<file path="src/rtl/flash_fsr_pkg.sv">
package flash_fsr_pkg;

    typedef enum logic [2:0] {
        ST_IDLE      = 3'd0,
        ST_PROG      = 3'd1,
        ST_ERASE     = 3'd2,
        ST_SUSP_WAIT = 3'd3,
        ST_SUSP      = 3'd4
    } fsr_state_e;

    localparam int FLAG_W     = 8;
    localparam int BIT_READY  = 7;
    localparam int BIT_ERASE  = 5;
    localparam int BIT_PROG   = 4;
    localparam int BIT_SUPPLY = 3;
    localparam int BIT_SUSP   = 2;

endpackage

</file>
<file path="src/rtl/fsr_cmd_gate.sv">
module fsr_cmd_gate (
    input  logic clk,
    input  logic rst_n,
    input  logic cmd_valid,
    input  logic cmd_protected,
    input  logic engine_idle,
    input  logic err_pending,
    output logic accept,
    output logic reject
);

    logic may_decide;

    always_comb begin
        may_decide = cmd_valid && engine_idle;
        accept     = may_decide && !err_pending && !cmd_protected;
        reject     = may_decide && (err_pending || cmd_protected);
    end


    accept_reject_excl_chk: assert property (@(posedge clk) disable iff (!rst_n)
        !(accept && reject));


    pending_error_rejects_chk: assert property (@(posedge clk) disable iff (!rst_n)
        (cmd_valid && engine_idle && err_pending) |-> reject);

endmodule

</file>
<file path="src/rtl/fsr_op_fsm.sv">
module fsr_op_fsm
    import flash_fsr_pkg::*;
#(
    parameter int SUSP_LAT = 4
) (
    input  logic clk,
    input  logic rst_n,
    input  logic start_prog,
    input  logic start_erase,
    input  logic op_done,
    input  logic suspend_req,
    input  logic resume_req,
    output logic idle,
    output logic ready,
    output logic susp_flag,
    output logic prog_active,
    output logic erase_active
);

    localparam int CNT_W = (SUSP_LAT > 1) ? $clog2(SUSP_LAT) : 1;
    localparam logic [CNT_W-1:0] CNT_LAST = CNT_W'(SUSP_LAT - 1);

    fsr_state_e        state_q, state_d;
    logic [CNT_W-1:0]  wait_cnt_q, wait_cnt_d;

    always_ff @(posedge clk or negedge rst_n) begin
        if (!rst_n) begin
            state_q    <= ST_IDLE;
            wait_cnt_q <= '0;
        end else begin
            state_q    <= state_d;
            wait_cnt_q <= wait_cnt_d;
        end
    end

    always_comb begin
        state_d    = state_q;
        wait_cnt_d = wait_cnt_q;
        unique case (state_q)
            ST_IDLE: begin
                if (start_prog)       state_d = ST_PROG;
                else if (start_erase) state_d = ST_ERASE;
            end
            ST_PROG: begin
                if (op_done) begin
                    state_d = ST_IDLE;
                end else if (suspend_req) begin
                    state_d    = ST_SUSP_WAIT;
                    wait_cnt_d = '0;
                end
            end
            ST_ERASE: begin
                if (op_done) state_d = ST_IDLE;
            end
            ST_SUSP_WAIT: begin
                if (op_done) begin
                    state_d = ST_IDLE;
                end else if (wait_cnt_q == CNT_LAST) begin
                    state_d = ST_SUSP;
                end else begin
                    wait_cnt_d = wait_cnt_q + 1'b1;
                end
            end
            ST_SUSP: begin
                if (resume_req) state_d = ST_PROG;
            end
            default: state_d = ST_IDLE;
        endcase
    end

    always_comb begin
        idle         = 1'b0;
        ready        = 1'b0;
        susp_flag    = 1'b0;
        prog_active  = 1'b0;
        erase_active = 1'b0;
        unique case (state_q)
            ST_IDLE: begin
                idle  = 1'b1;
                ready = 1'b1;
            end
            ST_PROG:  prog_active  = 1'b1;
            ST_ERASE: erase_active = 1'b1;
            ST_SUSP_WAIT: begin
                prog_active = 1'b1;
                susp_flag   = 1'b1;
            end
            ST_SUSP: begin
                ready     = 1'b1;
                susp_flag = 1'b1;
            end
            default: begin
                idle  = 1'b1;
                ready = 1'b1;
            end
        endcase
    end


    susp_wait_holds_chk: assert property (@(posedge clk) disable iff (!rst_n)
        (state_q == ST_SUSP_WAIT && wait_cnt_q != CNT_LAST && !op_done)
        |=> state_q == ST_SUSP_WAIT);


    resume_to_prog_chk: assert property (@(posedge clk) disable iff (!rst_n)
        (state_q == ST_SUSP && resume_req) |=> state_q == ST_PROG);


    erase_ignores_suspend_chk: assert property (@(posedge clk) disable iff (!rst_n)
        (state_q == ST_ERASE && !op_done) |=> state_q == ST_ERASE);

endmodule

</file>
<file path="src/rtl/fsr_flag_bank.sv">
module fsr_flag_bank #(
    parameter int LEN_W        = 16,
    parameter int PATTERN_UNIT = 64
) (
    input  logic             clk,
    input  logic             rst_n,
    input  logic             op_start,
    input  logic             supply_ok,
    input  logic             prog_active,
    input  logic             erase_active,
    input  logic             op_done,
    input  logic             op_fail,
    input  logic             overwrite_try,
    input  logic [LEN_W-1:0] pattern_bits,
    input  logic             cmd_reject,
    input  logic             cmd_is_erase,
    input  logic             clear_flags,
    output logic             err_erase,
    output logic             err_prog,
    output logic             err_supply
);

    localparam int  UNIT_LOG = (PATTERN_UNIT > 1) ? $clog2(PATTERN_UNIT) : 1;
    localparam bit  UNIT_POW2 = ((1 << UNIT_LOG) == PATTERN_UNIT);

    logic hv_q;
    logic len_multiple;
    logic len_ok;
    logic set_erase, set_prog, set_supply;
    logic err_erase_q, err_prog_q, err_supply_q;

    generate
        if (UNIT_POW2 && UNIT_LOG < LEN_W) begin : g_mask
            assign len_multiple = (pattern_bits[UNIT_LOG-1:0] == '0);
        end else begin : g_mod
            assign len_multiple = ((pattern_bits % LEN_W'(PATTERN_UNIT)) == '0);
        end
    endgenerate

    always_comb begin
        len_ok     = len_multiple && (pattern_bits != '0);
        set_erase  = (erase_active && op_done && op_fail)
                   || (cmd_reject && cmd_is_erase);
        set_prog   = (prog_active && op_done && op_fail)
                   || (cmd_reject && !cmd_is_erase)
                   || (prog_active && overwrite_try && hv_q && len_ok);
        set_supply = (prog_active || erase_active) && hv_q && !supply_ok;
    end

    always_ff @(posedge clk or negedge rst_n) begin
        if (!rst_n) begin
            hv_q <= 1'b0;
        end else if (op_start) begin
            hv_q <= supply_ok;
        end
    end

    always_ff @(posedge clk or negedge rst_n) begin
        if (!rst_n) begin
            err_erase_q  <= 1'b0;
            err_prog_q   <= 1'b0;
            err_supply_q <= 1'b0;
        end else begin
            err_erase_q  <= set_erase  || (err_erase_q  && !clear_flags);
            err_prog_q   <= set_prog   || (err_prog_q   && !clear_flags);
            err_supply_q <= set_supply || (err_supply_q && !clear_flags);
        end
    end

    assign err_erase  = err_erase_q;
    assign err_prog   = err_prog_q;
    assign err_supply = err_supply_q;


    sticky_erase_chk: assert property (@(posedge clk) disable iff (!rst_n)
        (err_erase_q && !clear_flags) |=> err_erase_q);


    sticky_prog_chk: assert property (@(posedge clk) disable iff (!rst_n)
        (err_prog_q && !clear_flags) |=> err_prog_q);


    no_supply_without_hv_chk: assert property (@(posedge clk) disable iff (!rst_n)
        (!hv_q && !err_supply_q) |=> !err_supply_q);


    erase_reject_sets_chk: assert property (@(posedge clk) disable iff (!rst_n)
        (cmd_reject && cmd_is_erase) |=> err_erase_q);

endmodule

</file>
<file path="src/rtl/flash_flag_status.sv">
module flash_flag_status
    import flash_fsr_pkg::*;
#(
    parameter int LEN_W        = 16,
    parameter int PATTERN_UNIT = 64,
    parameter int SUSP_LAT     = 4
) (
    input  logic             clk,
    input  logic             rst_n,
    input  logic             cmd_valid,
    input  logic             cmd_is_erase,
    input  logic             cmd_protected,
    input  logic             op_done,
    input  logic             op_fail,
    input  logic             overwrite_try,
    input  logic [LEN_W-1:0] pattern_bits,
    input  logic             supply_ok,
    input  logic             suspend_req,
    input  logic             resume_req,
    input  logic             clear_flags,
    output logic             cmd_accept,
    output logic             cmd_reject,
    output logic [7:0]       flags
);

    logic idle, ready, susp_flag, prog_active, erase_active;
    logic err_erase, err_prog, err_supply, err_pending;
    logic start_prog, start_erase;

    assign err_pending = err_erase || err_prog || err_supply;
    assign start_prog  = cmd_accept && !cmd_is_erase;
    assign start_erase = cmd_accept && cmd_is_erase;

    fsr_cmd_gate u_gate (
        .clk           (clk),
        .rst_n         (rst_n),
        .cmd_valid     (cmd_valid),
        .cmd_protected (cmd_protected),
        .engine_idle   (idle),
        .err_pending   (err_pending),
        .accept        (cmd_accept),
        .reject        (cmd_reject)
    );

    fsr_op_fsm #(
        .SUSP_LAT (SUSP_LAT)
    ) u_fsm (
        .clk          (clk),
        .rst_n        (rst_n),
        .start_prog   (start_prog),
        .start_erase  (start_erase),
        .op_done      (op_done),
        .suspend_req  (suspend_req),
        .resume_req   (resume_req),
        .idle         (idle),
        .ready        (ready),
        .susp_flag    (susp_flag),
        .prog_active  (prog_active),
        .erase_active (erase_active)
    );

    fsr_flag_bank #(
        .LEN_W        (LEN_W),
        .PATTERN_UNIT (PATTERN_UNIT)
    ) u_flags (
        .clk           (clk),
        .rst_n         (rst_n),
        .op_start      (cmd_accept),
        .supply_ok     (supply_ok),
        .prog_active   (prog_active),
        .erase_active  (erase_active),
        .op_done       (op_done),
        .op_fail       (op_fail),
        .overwrite_try (overwrite_try),
        .pattern_bits  (pattern_bits),
        .cmd_reject    (cmd_reject),
        .cmd_is_erase  (cmd_is_erase),
        .clear_flags   (clear_flags),
        .err_erase     (err_erase),
        .err_prog      (err_prog),
        .err_supply    (err_supply)
    );

    always_comb begin
        flags             = '0;
        flags[BIT_READY]  = ready;
        flags[BIT_ERASE]  = err_erase;
        flags[BIT_PROG]   = err_prog;
        flags[BIT_SUPPLY] = err_supply;
        flags[BIT_SUSP]   = susp_flag;
    end


    accept_goes_busy_chk: assert property (@(posedge clk) disable iff (!rst_n)
        cmd_accept |=> !flags[BIT_READY]);


    reject_stays_ready_chk: assert property (@(posedge clk) disable iff (!rst_n)
        cmd_reject |=> flags[BIT_READY]);


    prog_reject_sets_chk: assert property (@(posedge clk) disable iff (!rst_n)
        (cmd_reject && !cmd_is_erase) |=> flags[BIT_PROG]);

endmodule

</file>
<file path="config.mk">
export PLATFORM = sky130hd
export DESIGN_NAME = flash_flag_status
export DESIGN_NICKNAME = d
export VERILOG_FILES = /design/src/rtl/flash_fsr_pkg.sv /design/src/rtl/fsr_cmd_gate.sv /design/src/rtl/fsr_op_fsm.sv /design/src/rtl/fsr_flag_bank.sv /design/src/rtl/flash_flag_status.sv
export SDC_FILE = /design/constraint.sdc
export NUM_CORES = 1
export LEC_CHECK = 0
export ABC_AREA = 1
export BUFFER_PORTS_ARGS = -buffer_cell sky130_fd_sc_hd__buf_4
export CAP_MARGIN = 20
export CORE_MARGIN = 3
export CORE_UTILIZATION = 50
export CTS_BUF_LIST = sky130_fd_sc_hd__clkbuf_2 sky130_fd_sc_hd__clkbuf_4 sky130_fd_sc_hd__clkbuf_8
export CTS_CLUSTER_DIAMETER = 40
export CTS_CLUSTER_SIZE = 20
export DETAILED_ROUTE_END_ITERATION = 10
export PLACE_DENSITY = 0.85
export SYNTH_ARGS = -nofsm -noshare
export SYNTH_HDL_FRONTEND = slang
export SYNTH_SLANG_ARGS = --single-unit
</file>
<file path="constraint.sdc">
create_clock -name clk -period 2.8 [get_ports clk]
set_input_delay 0 -clock clk [delete_from_list [all_inputs] [get_ports clk]]
set_output_delay 0 -clock clk [all_outputs]
set_load 0.03 [all_outputs]
</file>
==> results.toml, run 1 <==
[floorplan]
pin_count = 38
die_x_um = 44.5
core_um2 = 1350
die_y_um = 44.5
die-area_um2 = 1980
core.rowCount = 13
start_util = 0.550

[yosys]
synthSimpleGateAreaFrac = 0.391
yosys_warnings = 0
synth_cells = 105
synth_seq_cells = 9
synth.distinct_cells = 25
yosys.area_share.xor_xnor = 0
synthAdderAreaFrac = 0.0169
synth_top_family_by_area = "simple AND/OR/NAND/NOR gates"
synth-compound-area-share = 0.101
synthesis.area_um2 = 742
yosysSeqAreaShare = 0.304
avgSynthCellArea_um2 = 7.07
synthMuxAreaShare = 0

[setup_path]
critPathCaptureType = "register"
cp.arrival_ns = 2.01
critical_path_buf_inv_count = 2
critPathMaxStageDelay_ns = 0.59
crit_family = "buffers and inverters"
crit_slowest_cell = "dlygate4sd3_1"
required_ns = 3.00
ff2ff_setup_slack_ns = 0.99
crit_fanout = 8
r2r_cells = 7
crit_chain = "inv_1, nand2_4, nand3_2, nor2_2, nand2_1, o211ai_1, dlygate4sd3_1"
startpoint_type = "register"
criticalPathCategory = "reg2reg"
r2r_start = "u_fsm.state_q[2]$_DFFE_PN0P_"
rr_endpoint = "u_flags.err_erase$_DFF_PN0_"

[cells_and_area]
diodes = 0
layout_common_cells = "buf_4, nand2_1, inv_1"
drive_gt1_frac = 0.400
nNetsFinal = 170
multi_input_area_um2 = 389
layout_commonest_cell = "buf_4"
seq_area_um2 = 225
syn2layout_area_growth_pct = 37.8
stdcell_area_um2 = 1020
n_fill_cell = 110

[pwr]
p_per_area_nw_per_um2 = 836
ir_drop_uv = 510
p_leak_nw = 0.559

[global_routing]
grt_use_total = 0.206
grt_max_degree = 10
antenna_found_initial = 0
overflow = 0
grt_pass1_vias = 706
grt_pass1_wl_um = 3020

[sta]
setup_viol = 0
min_period_over_period = 0.646
hold_slack_ns = 0.0133
timing.fmax_mhz = 553
fin_skew_ns = 0.000447
rsz0062_at_grt = "false"
hold_violations = 0
final-max-slew-violation-count = 0
setup-tns-final_ns = 0
post-route-min-period_ns = 1.81

[clock_tree]
path_clk_slew_ns = 0.07
clk_latency_ns = 0.26
cts_tree = "yes"
cts_max_path_buffers = 2
cts_made_buffers = 3
clock_sinks = 9
root_buffer = "clkbuf_4"
htreeDepth = 1

[placed_design]
io_buffer_count = 34
dp_hpwl_um = 1490
place_area_um2 = 952
place_congestion = 0.870

[run_status]
status = "complete, no violations"

[min_path]
holdCritStartpoint = "resume_req"
holdCritPathClass = "in2reg"
hold-path-endpoint = "u_fsm.state_q[2]$_DFFE_PN0P_"
holdPathStages = 4

[routing]
ant_nets = 0
vias = 748
viasPerCell = 4.83
drcViolationCount = 0
drtPass1Iterations = 4
wl_um = 1830
drtIter0Drc = 14
wire_per_inst_um = 11.8

[job]
maxCapViolCount = 0
## timing repair
item,in CTS,in global routing
hold endpoints to repair,11,0
buffers inserted,0,0
resized for setup,0,0
hold buffers,4,0
## cell usage after synthesis
cell,number,share of area
nand2_1,18,0.091
ha_1,1,0.017
nor2_4,1,0.015
buf_6,1,0.015
nand3_1,5,0.034
inv_2,2,0.010
o21ai_1,1,0.0067
a22o_1,1,0.012
nand3_2,3,0.040
inv_1,15,0.076
nor4_1,2,0.017
dfrtp_1,9,0.30
a32oi_1,1,0.012
nand2_2,5,0.042
o31ai_1,1,0.010
nand4_1,2,0.017
nor3_1,2,0.013
nand2_4,1,0.015
nor2_1,11,0.056
conb_1,1,0.0051
nor2_2,6,0.051
o211ai_1,2,0.020
a21oi_1,3,0.020
buf_4,8,0.081
o21ai_0,3,0.020
## where the power goes
group / switching [mW] / internal (mW)
sequential: 0.0495 / 0.182
combinational: 0.318 / 0.190
clock: 0.0503 / 0.0648
## worst register-to-register path, cell delays in order (launching register included)
cell	delay, ns
dfrtp_1	0.50
inv_1	0.15
nand2_4	0.11
nand3_2	0.11
nor2_2	0.13
nand2_1	0.06
o211ai_1	0.09
dlygate4sd3_1	0.59
## sequential cells by signal, summed over array words and instances (netlist names)
signal / flops
u_fsm.state_q: 3
u_fsm.wait_cnt_q: 2
u_flags.err_erase: 1
u_flags.err_prog: 1
u_flags.err_supply: 1
u_flags.hv_q: 1
## per-layer routing
metal,vias up,part of all wire,global-route usage
met1,323,0.44,0.283
met2,24,0.50,0.335
met4,0,0.0077,0.0723
met3,3,0.049,0.0163
met5,-,0,0
li1,398,-,-
## worst max path at each step
stage	to	cells after the start	slack (ns)	start
global route	u_flags.err_erase$_DFF_PN0_	7	0.83	u_fsm.state_q[2]$_DFFE_PN0P_
global placement	u_fsm.state_q[1]$_DFFE_PN0P_	10	1.51	u_fsm.state_q[1]$_DFFE_PN0P_
CTS	u_flags.err_erase$_DFF_PN0_	7	1.04	u_fsm.state_q[2]$_DFFE_PN0P_
floorplan	u_flags.err_erase$_DFF_PN0_	7	1.49	u_fsm.state_q[1]$_DFFE_PN0P_
detailed placement	u_fsm.state_q[1]$_DFFE_PN0P_	10	1.50	u_fsm.state_q[1]$_DFFE_PN0P_
finish	u_flags.err_erase$_DFF_PN0_	7	0.99	u_fsm.state_q[2]$_DFFE_PN0P_
## cell type report
type                    instances  share of cell area
well taps                      15              0.0184
flip-flops and latches          9               0.220
repair buffers                 38               0.289
multi-input cells              72               0.381
inverters                      17              0.0624
clock buffers                   4              0.0294
## per-stage QoR
stage,util,setup slack [ns],std cells,power [mW]
global route,0.757,0.829,155,0.918
finish,0.757,0.992,155,0.855
global placement,0.705,1.51,147,0.713
CTS,0.757,1.04,155,0.853
floorplan,-,1.49,107,0.616
detailed placement,0.705,1.50,147,0.722
## logic make-up (layout without fill, tap and decap cells)
family          count (synthesis)  after routing
simple gates                   56             56
buf+inv                        26             59
compound gates                 12             12
flops                           9              9
fa+ha+maj                       1              1
other cells                     1              3
(Power assumes the default switching activity.)
==> run 2: changes to the inputs <==
- CORE_UTILIZATION: 50 -> 46
- PLACE_DENSITY: 0.85 -> 0.79
- clock period: 2.8 -> 1.86 ns (I/O delays scaled with it)
==> run 2 against run 1 <==
  * Flip-flop and latch count did not move
  * Utilization fell by 1.8 points
  * Sequential power rose by 51%
  * Clock skew rose by 0.0028 ns
==> results.toml, run 2 (same netlist as run 1, synthesis figures left out) <==
[sta]
fin_skew_ns = 0.00323
setup-tns-final_ns = 0
timing.fmax_mhz = 566
setup_viol = 0
fin_ws_ns = 0.0930
post-route-min-period_ns = 1.77
min_period_over_period = 0.950
final-max-slew-violation-count = 0
hold_violations = 0
rsz0062_at_grt = "false"

[global_routing]
grt_use_total = 0.209
grt_pass1_vias = 757
antenna_found_initial = 0
grt_max_degree = 10
overflow = 0
grt_pass1_wl_um = 3130

[pwr]
finalPower_mw = 1.29
p_seq_frac = 0.271
p_sw_mw = 0.630
combPwrFrac = 0.594
ir_drop_uv = 619
internal-power_mw = 0.660
p_leak_nw = 0.562
p_per_area_nw_per_um2 = 1250
p_sw_frac = 0.488
p_clk_frac = 0.136

[routing]
drcViolationCount = 0
wire_per_inst_um = 12.4
wl_um = 1940
drtIter0Drc = 14
drtPass1Iterations = 4
viasPerCell = 5.09
ant_nets = 0
vias = 794

[placed_design]
place_congestion = 0.873
io_buffer_count = 34
dp_hpwl_um = 1530
place_ws_ns = 0.543

[clock_tree]
cts_setup_buffers = 0
root_buffer = "clkbuf_4"
path_clk_slew_ns = 0.07
cts_made_buffers = 3
htreeDepth = 1
clock_sinks = 9
cts_max_path_buffers = 2
cts_tree = "yes"
clk_latency_ns = 0.27

[cells_and_area]
syn2layout_area_growth_pct = 39.3
layout_common_cells = "buf_4, nand2_1, inv_1"
drive_gt1_frac = 0.404
largestRegisters = "u_fsm.state_q: 3 flops, u_fsm.wait_cnt_q: 2 flops"
regMostFlops = "u_fsm.state_q"
finish.utilization = 0.739
largest_register_ff_count = 3
nNetsFinal = 171
n_fill_cell = 119
multi_input_area_um2 = 389
layout_commonest_cell = "buf_4"
seq_area_um2 = 226
diodes = 0

[setup_path]
criticalPathCategory = "reg2reg"
cp.arrival_ns = 1.97
startpoint_type = "register"
crit_fanout = 6
required_ns = 2.06
critPathCaptureType = "register"

[min_path]
holdCritPathClass = "in2reg"

[floorplan]
pin_count = 38
die-area_um2 = 2130
core_um2 = 1400
core.rowCount = 13
die_x_um = 46.2
start_util = 0.530
die_y_um = 46.2

[job]
maxCapViolCount = 0

[run_status]
status = "complete, no violations"
==> run 2: cell count changes in the layout (fill, tap and decap cells not counted), sizes merged <==
cell,delta
dlygate4sd3,+1
==> run 2: metrics by stage <==
step	hold slack, ns	cell area, um^2	cells
2_1_floorplan	-0.296	749	107
3_3_place_gp	-0.166	952	147
3_5_place_dp	-0.165	952	147
4_1_cts	0.0120	1030	156
5_1_grt	0.0238	1030	156
6_report	0.0193	1030	156
==> run 2: metal layers <==
| layer | vias up | GRT usage | routed length, um |
|---|---|---|---|
| met2 | 33 | 0.357 | 1010 |
| li1 | 398 | - | - |
| met3 | 2 | 0.0625 | 144 |
| met5 | - | 0 | 0 |
| met4 | 0 | 0.0682 | 12 |
| met1 | 361 | 0.246 | 770 |
==> run 2: final cells by class <==
| cell class | count | share of cell area |
|---|---|---|
| Tap cell | 15 | 0.0182 |
| Multi-Input combinational cell | 72 | 0.377 |
| Sequential cell | 9 | 0.219 |
| Clock buffer | 4 | 0.0291 |
| Inverter | 17 | 0.0617 |
| Timing Repair Buffer | 39 | 0.295 |
==> run 2: final timing paths <==
path,start,end,slack (ns),depth (start not counted)
worst max register to register,u_fsm.state_q[1]$_DFFE_PN0P_,u_flags.err_erase$_DFF_PN0_,0.09,8
max in group asynchronous,rst_n,u_fsm.state_q[2]$_DFFE_PN0P_,1.61,2
worst min register to register,u_fsm.wait_cnt_q[1]$_DFFE_PN0P_,u_fsm.wait_cnt_q[1]$_DFFE_PN0P_,0.52,1
worst min-delay path,op_fail,u_flags.err_prog$_DFF_PN0_,0.02,3
min in group asynchronous,rst_n,u_fsm.state_q[0]$_DFFE_PN0P_,0.09,2
worst max-delay path,u_fsm.state_q[1]$_DFFE_PN0P_,u_flags.err_erase$_DFF_PN0_,0.09,8
==> run 2: worst max-delay path, stage by stage (launching register included) <==
cell and delay, ns:
dfrtp_1 0.45, inv_1 0.12, nand2_2 0.09, nand2_4 0.09, nand3_2 0.10, nor2_2 0.14, nand2_1 0.06, o211ai_1 0.08
dlygate4sd3_1 0.58
==> run 2: what timing repair did <==
item                                    CTS  global route
resized for setup                         0             1
endpoints found under the setup margin    0             1
hold endpoints to repair                 13             0
hold buffers                              5             0
==> run 2: power by group through the flow <==
stage | clock (mW) | combinational (mW) | sequential (mW)
floorplan | 0 | 0.597 | 0.330
global placement | 0 | 0.730 | 0.347
detailed placement | 0 | 0.739 | 0.349
CTS | 0.182 | 0.763 | 0.346
global route | 0.192 | 0.827 | 0.358
finish | 0.175 | 0.766 | 0.349
==> run 3: changes to the inputs <==
- BUFFER_PORTS_ARGS: -buffer_cell sky130_fd_sc_hd__buf_4 -> default
- CELL_PAD_IN_SITES_DETAIL_PLACEMENT: default -> 0
- CELL_PAD_IN_SITES_GLOBAL_PLACEMENT: default -> 2
- CORE_UTILIZATION: 46 -> 29
- DONT_BUFFER_PORTS: default -> 1
- PLACE_DENSITY: 0.79 -> 0.73
- clock period: 1.86 -> 1.5 ns (I/O delays scaled with it)
==> run 3 against run 2 <==
  * Final cell count shrank 2.6%
  * Via count shrank 13%
  * Combinational power grew 19%
  * Critical path type is now reg2out
  * Flip-flop and latch count is the same
  * Global-route usage shrank 8.8 points
  * Clock power grew 15%
==> results.toml, run 3 (same netlist as run 1, synthesis figures left out) <==
[floorplan]
start_util = 0.320
core.rowCount = 17
die_y_um = 56.6
core_um2 = 2320
die_x_um = 56.6
die-area_um2 = 3200
pin_count = 38

[global_routing]
grt_pass1_wl_um = 2990
grt_pass1_vias = 705
antenna_found_initial = 0
grt_max_degree = 10
overflow = 0
grt_use_total = 0.121

[placed_design]
dp_hpwl_um = 1490
place_ws_ns = 0.197
place_congestion = 0.814
io_buffer_count = 0

[min_path]
holdPathStages = 3
holdCritPathClass = "in2reg"
hold-path-endpoint = "u_fsm.state_q[2]$_DFFE_PN0P_"
holdCritStartpoint = "op_done"

[cells_and_area]
finish.utilization = 0.407
layout_common_cells = "nand2_1, inv_1, dlygate4sd3_1"
nNetsFinal = 154
syn2layout_area_growth_pct = 27.3
layout_commonest_cell = "nand2_1"
largestRegisters = "u_fsm.state_q: 3 flops, u_fsm.wait_cnt_q: 2 flops"
seq_area_um2 = 226
n_fill_cell = 243
regMostFlops = "u_fsm.state_q"
largest_register_ff_count = 3
multi_input_area_um2 = 389
diodes = 0
drive_gt1_frac = 0.250

[pwr]
p_leak_nw = 0.481
p_per_area_nw_per_um2 = 1620
ir_drop_uv = 738
finalPower_mw = 1.53

[clock_tree]
htreeDepth = 1
cts_tree = "yes"
cts_setup_buffers = 0
clk_latency_ns = 0.25
cts_max_path_buffers = 2
clock_sinks = 9
root_buffer = "clkbuf_4"
path_clk_slew_ns = 0.06
cts_made_buffers = 3

[setup_path]
required_ns = 1.50
r2r_cells = 10
r2r_start = "u_fsm.state_q[1]$_DFFE_PN0P_"
cp_common_cell = "buf_4"
criticalPathCategory = "reg2out"
critPathMaxStageDelay_ns = 0.44
crit_chain = "buf_4, nand2_2, nand3_2, nor2_2, buf_4"
crit_fanout = 5
startpoint_type = "register"
ff2ff_setup_slack_ns = 0.21
cp.arrival_ns = 1.38
crit_slowest_cell = "dfrtp_1"
rr_endpoint = "u_fsm.state_q[1]$_DFFE_PN0P_"
critPathCaptureType = "output port"

[sta]
setup_viol = 0
hold_violations = 0
min_period_over_period = 0.918
fin_ws_ns = 0.123
timing.fmax_mhz = 726
hold_slack_ns = 0.0259
final-max-slew-violation-count = 0
post-route-min-period_ns = 1.38
rsz0062_at_grt = "true"
fin_skew_ns = 0.000991
setup-tns-final_ns = 0

[run_status]
status = "complete, no violations"

[routing]
viasPerCell = 4.56
drcViolationCount = 0
ant_nets = 0
drtIter0Drc = 13
wire_per_inst_um = 11.6
vias = 693
wl_um = 1770
drtPass1Iterations = 4

[job]
maxCapViolCount = 0
==> run 3: cell types whose count changed in the layout (fill, tap and decap cells not counted), sizes merged <==
cell	before	now
dlygate4sd3	5	14
buf	34	8
==> run 3: per-stage QoR <==
stage               cell area [um^2]  cells
CTS                              943    152
detailed placement               773    134
global route                     945    152
global placement                 773    134
finish                           945    152
floorplan                        749    107
==> run 3: repair_timing <==
action	4_1_cts	5_1_grt
gates resized for setup	0	1
setup endpoints to repair	0	2
hold endpoints to repair	14	0
hold buffers	14	0
==> run 3: worst max path at each step <==
stage                                       startpoint                           end  slack (ns)  cells after the start
after floorplan           u_fsm.state_q[1]$_DFFE_PN0P_   u_flags.err_erase$_DFF_PN0_        0.19                      7
after global placement    u_fsm.state_q[1]$_DFFE_PN0P_  u_fsm.state_q[1]$_DFFE_PN0P_        0.17                     10
after detailed placement  u_fsm.state_q[1]$_DFFE_PN0P_  u_fsm.state_q[1]$_DFFE_PN0P_        0.20                     10
after CTS                 u_fsm.state_q[1]$_DFFE_PN0P_                    cmd_reject        0.09                      6
after global routing      u_fsm.state_q[1]$_DFFE_PN0P_                    cmd_reject      -0.002                      6
final                     u_fsm.state_q[2]$_DFFE_PN0P_                    cmd_reject        0.12                      5
==> run 3: critical path: cells and delay by family (launching register included) <==
kind | cells | cell delay, ns
flip-flops | 1 | 0.44
AND/OR/NAND/NOR | 3 | 0.32
buffers and inverters | 2 | 0.36
==> run 3: final cells by class <==
| class | instances | area share |
|---|---|---|
| inverters | 17 | 0.0675 |
| repair buffers | 22 | 0.212 |
| well taps | 28 | 0.0371 |
| clock buffers | 4 | 0.0318 |
| flip-flops and latches | 9 | 0.240 |
| multi-input cells | 72 | 0.412 |
==> run 3: power breakdown <==
part | leakage (nW) | switching [mW] | internal [mW]
combinational | 0.345 | 0.596 | 0.315
clock | 0.0184 | 0.0809 | 0.120
sequential | 0.117 | 0.0760 | 0.342
total | 0.481 | 0.753 | 0.777
==> run 3: layer usage <==
metal	up-vias	track usage	wire length, um
met4	0	0.0814	27
li1	366	-	-
met5	-	0	0
met3	2	0.0230	149
met1	288	0.174	892
met2	37	0.160	697
